### config.mk
export PLATFORM = sky130hd
export DESIGN_NAME = ppi_bus_ctrl
export DESIGN_NICKNAME = d
export VERILOG_FILES = /design/src/rtl/ppi_bus_ctrl.sv
export SDC_FILE = /design/constraint.sdc
export NUM_CORES = 1
export LEC_CHECK = 0
export BUFFER_PORTS_ARGS = -buffer_cell sky130_fd_sc_hd__buf_2
export CAP_MARGIN = 0
export CORE_ASPECT_RATIO = 0.8
export CORE_MARGIN = 8
export CORE_UTILIZATION = 48
export DETAILED_ROUTE_END_ITERATION = 12
export GPL_TIMING_DRIVEN = 0
export PLACE_DENSITY_LB_ADDON = 0.05
export SLEW_MARGIN = 20
export SYNTH_ARGS = -nofsm -noshare
export SYNTH_HDL_FRONTEND = slang
export SYNTH_SLANG_ARGS = --single-unit
### constraint.sdc
create_clock -name clk -period 2.4 [get_ports clk]
set_input_delay 0.48 -clock clk [delete_from_list [all_inputs] [get_ports clk]]
set_output_delay 0.48 -clock clk [all_outputs]
set_load 0.005 [all_outputs]
### src/rtl/ppi_bus_ctrl.sv
module ppi_bus_ctrl (
  input  logic       clk,
  input  logic       rst,
  input  logic       cs_n,
  input  logic       rd_n,
  input  logic       wr_n,
  input  logic [1:0] addr,
  input  logic [7:0] bus_din,
  output logic [7:0] bus_dout,
  output logic       bus_oe,
  input  logic [7:0] pa_in,
  input  logic [7:0] pb_in,
  input  logic [7:0] pc_in,
  output logic [7:0] pa_out,
  output logic [7:0] pb_out,
  output logic [7:0] pc_out,
  output logic       pa_oe,
  output logic       pb_oe,
  output logic [7:0] pc_oe,
  output logic [1:0] grpa_mode,
  output logic       grpb_mode
);

  localparam logic [6:0] CFG_RESET = 7'h1B;

  logic [6:0] cfg;
  logic [7:0] lat_a, lat_b, lat_c;
  logic       wr_seen;
  logic       wr_act, wr_fire;

  assign wr_act  = !cs_n && !wr_n;
  assign wr_fire = wr_act && !wr_seen;

  always_ff @(posedge clk) begin
    if (rst) wr_seen <= 1'b0;
    else     wr_seen <= wr_act;
  end

  always_ff @(posedge clk) begin
    if (rst) begin
      cfg   <= CFG_RESET;
      lat_a <= '0;
      lat_b <= '0;
      lat_c <= '0;
    end else if (wr_fire) begin
      case (addr)
        2'd0: lat_a <= bus_din;
        2'd1: lat_b <= bus_din;
        2'd2: lat_c <= bus_din;
        default: begin
          if (bus_din[7]) begin
            cfg   <= bus_din[6:0];
            lat_a <= '0;
            lat_b <= '0;
            lat_c <= '0;
          end else begin
            lat_c[bus_din[3:1]] <= bus_din[0];
          end
        end
      endcase
    end
  end

  logic a_in, b_in, cu_in, cl_in;
  assign a_in  = cfg[4];
  assign cu_in = cfg[3];
  assign b_in  = cfg[1];
  assign cl_in = cfg[0];

  assign pa_out    = lat_a;
  assign pb_out    = lat_b;
  assign pc_out    = lat_c;
  assign pa_oe     = !a_in;
  assign pb_oe     = !b_in;
  assign pc_oe     = {{4{!cu_in}}, {4{!cl_in}}};
  assign grpa_mode = cfg[6:5];
  assign grpb_mode = cfg[2];

  assign bus_oe = !cs_n && !rd_n;

  always_comb begin
    case (addr)
      2'd0:    bus_dout = a_in ? pa_in : lat_a;
      2'd1:    bus_dout = b_in ? pb_in : lat_b;
      2'd2:    bus_dout = {cu_in ? pc_in[7:4] : lat_c[7:4],
                           cl_in ? pc_in[3:0] : lat_c[3:0]};
      default: bus_dout = {1'b1, cfg};
    endcase
  end

  p_idle_no_write_r2: assert property (@(posedge clk) disable iff (rst)
    (cs_n && !rst) |=> ($stable(pa_out) && $stable(pb_out) && $stable(pc_out)));

  p_idle_no_drive_r2: assert property (@(posedge clk) disable iff (rst)
    cs_n |-> !bus_oe);

  p_cfg_clears_r7: assert property (@(posedge clk) disable iff (rst)
    (wr_fire && addr == 2'd3 && bus_din[7]) |=> (pa_out == 8'h00 && pb_out == 8'h00 && pc_out == 8'h00));

  p_bit_cmd_one_bit_r8: assert property (@(posedge clk) disable iff (rst)
    (wr_fire && addr == 2'd3 && !bus_din[7]) |=> ($countones(pc_out ^ $past(pc_out)) <= 1));

  p_bit_cmd_keeps_r9: assert property (@(posedge clk) disable iff (rst)
    (wr_fire && addr == 2'd3 && !bus_din[7]) |=>
      ($stable(pa_out) && $stable(pb_out) && $stable(pa_oe) && $stable(pb_oe) &&
       $stable(pc_oe) && $stable(grpa_mode) && $stable(grpb_mode)));

  p_held_strobe_once_r1: assert property (@(posedge clk) disable iff (rst)
    (wr_act && $past(wr_act) && !$past(rst)) |=> ($stable(pa_out) && $stable(pb_out) && $stable(pc_out)));

endmodule

==> results.toml <==
[job]
maxCapViolCount = 0

[grt]
grt_max_degree = 11
grt_usage = 0.214
antenna_found_initial = 0
grt_overflow = 0
grt_pass1_vias = 2079
grt_pass1_wl_mm = 10.7

[yosys]
synth_cell_types = 34
yosysTopAreaCell = "dfxtp_1"
yosys_register_bits = 32
ys_warn_count = 0
synth_edf_count = 0
synthFlopType = "dfxtp_1"
synthArstFlopShare = 0
syn_area_per_cell_um2 = 8.32
ys_top_cells_by_area = "dfxtp_1, mux2_2, a21oi_1"
syn_inst = 242
syn_area_um2 = 2010
yosysSeqAreaShare = 0.318
synth_fp_nets = 288
synth_top_area_frac = 0.318

[floorplan]
ios = 85
num_rows = 21
fp.dieH_um = 73.9
dieArea_um2 = 6540
core_um2 = 4100
start_util = 0.491
fp.dieW_um = 88.4

[timing]
hold_slack_ns = 0.401
worst_pin_slew_ns = 0.644
fmax_mhz = 436
setup_tns_ns = 0
rsz0062_at_grt = "true"
fin_crit_sh = 0.955
hold_violations = 0
slew_viol_final = 0
slew_headroom = 0.571
finClkSkew_ns = 0.00490
min_period_ns = 2.29
finalSetupViolCount = 0

[cells_and_area]
final_cell_area_um2 = 2610
multi_input_area_um2 = 1190
regArea_um2 = 643
final_util = 0.636
fillCellCount = 394
area_growth_pct = 29.5
final_cell_mix = "buf_2, dfxtp_1, a21oi_1"
antenna_cells = 0
final_common_cell = "buf_2"
nets = 375
final_layout_size_suffix_gt1_frac = 0.400

[cts]
htree_levels = 2
clkTransAtPathRegs_ns = 0.06
cts_setup_buffers = 0
root_buffer = "clkbuf_8"
cts_tree = "yes"
cts_buffers = 5
clkSinkCount = 32
cts_buffer_depth = 2
clk_latency_ns = 0.29

[setup_path]
crit_top_cell = "buf_2"
required_ns = 1.92
crit_path_end_kind = "output port"
path_class = "in2out"
startpoint_type = "primary input"
critical-path-top-delay-family = "buffers and inverters"
critPathBufInv = 4
cp_max_fo = 10
max_stage_delay_ns = 0.36
crit_chain = "buf_2 > inv_1 > ha_2 > clkbuf_2 > a222oi_1 > mux2i_1 > buf_2"
worstPathArrival_ns = 1.81
crit_slowest_cell = "a222oi_1"

[route]
wl_met3_um = 744
postRouteWirelength_mm = 6.85
routedWlPerCell_um = 17.7
drtPass1Iterations = 5
viasPerCell = 5.54
wl_met1_mm = 3.15
wl_met2_mm = 2.91
ant_nets = 0
vias = 2143
drc = 0
routed.top_layer = "met4"
drtIter0Drc = 205

[power_and_ir_drop]
seqPwrFrac = 0.424
power_frac_clock = 0.390
power_mw = 1.30
p_int_mw = 0.956
p_sw_frac = 0.266
power_density_nw_per_um2 = 499
p_switching_mw = 0.346
combPwrFrac = 0.186
leakagePower_nw = 1.22
ir_drop_mv = 0.378

[placement]
portBuffers = 84
dpl.hpwl_mm = 5.13
postPlaceCellArea_um2 = 2510
place.gp.congestion = 0.887

[run_status]
outcome = "completed"

[worst_hold_path]
holdCritPathClass = "in2reg"
## final timing paths
check | startpoint | end | slack (ns) | cells past startpoint
worst min register to register | pa_out[5] | pa_out[5] | 0.47 | 2
worst max register to register | wr_seen | pb_out[7] | 0.65 | 6
worst max-delay path | addr[1] | bus_dout[3] | 0.11 | 7
worst min-delay path | wr_n | wr_seen | 0.40 | 2
## worst reg2reg max path, stage by stage (launching register included)
cell and delay, ns:
dfxtp_1 0.31, or4_1 0.38, buf_2 0.20, or3_1 0.35, buf_2 0.18, a21oi_1 0.15, nor2_1 0.05
## through the flow
stage | setup WS, ns | cells
3_5_place_dp | -0.215 | 383
6_report | 0.108 | 387
4_1_cts | 0.00786 | 388
5_1_grt | -0.0363 | 387
3_3_place_gp | -0.217 | 383
2_1_floorplan | 0.193 | 242
## Yosys cell counts, types with 3 or more instances
cell type / number
or3b_2: 3
clkbuf_1: 16
mux2i_1: 10
o21a_1: 3
inv_1: 16
nand2_1: 18
nor4_1: 3
a311oi_1: 3
o31ai_1: 4
dfxtp_1: 32
nor2_1: 15
a21oi_1: 27
mux2_2: 20
a211o_1: 4
a211oi_1: 6
a222oi_1: 4
a32o_1: 3
nand3_1: 17
buf_4: 8
ha_1: 7
a32oi_1: 3
o22ai_1: 4
## flip-flops by register name (all words and copies together), names as in the netlist
name / count
cfg: 7
pc_out: 8
pb_out: 8
wr_seen: 1
pa_out: 8
## logic make-up (layout without fill, tap and decap cells)
logic type                 after synthesis  after routing  share of synthesized area
and+or+nand+nor                         65             65                      0.159
buffers and inverters                   42            130                     0.0944
DFF                                     32             32                      0.318
AOI/OAI and AO/OA                       66             66                      0.224
adders and majority gates                7              7                     0.0435
muxes                                   30             30                      0.161
## repair_timing
item / in CTS / in global routing
resized for setup: 2 / 4
hold buffers: 0 / 0
setup endpoints to repair: 8 / 8
## power groups by stage
stage	combinational, mW	sequential, mW	clock [mW]
2_1_floorplan	0.135	0.560	0
3_3_place_gp	0.239	0.561	0
3_5_place_dp	0.240	0.561	0
4_1_cts	0.239	0.552	0.511
5_1_grt	0.263	0.553	0.544
6_report	0.242	0.552	0.508
## metal layers
layer | vias up | GRT usage
met4 | 0 | 0.0449
li1 | 1058 | -
met2 | 120 | 0.319
met5 | - | 0
met1 | 958 | 0.295
met3 | 7 | 0.0629
## cell type report
class                           count  area share
Multi-Input combinational cell    168       0.456
Buffer                             22      0.0451
Sequential cell                    32       0.247
Clock inverter                      2      0.0134
Clock buffer                        6      0.0278
Tap cell                           57      0.0273
Inverter                           16      0.0230
Timing Repair Buffer               84       0.161
Note: power is estimated with default switching activity, not from simulation.
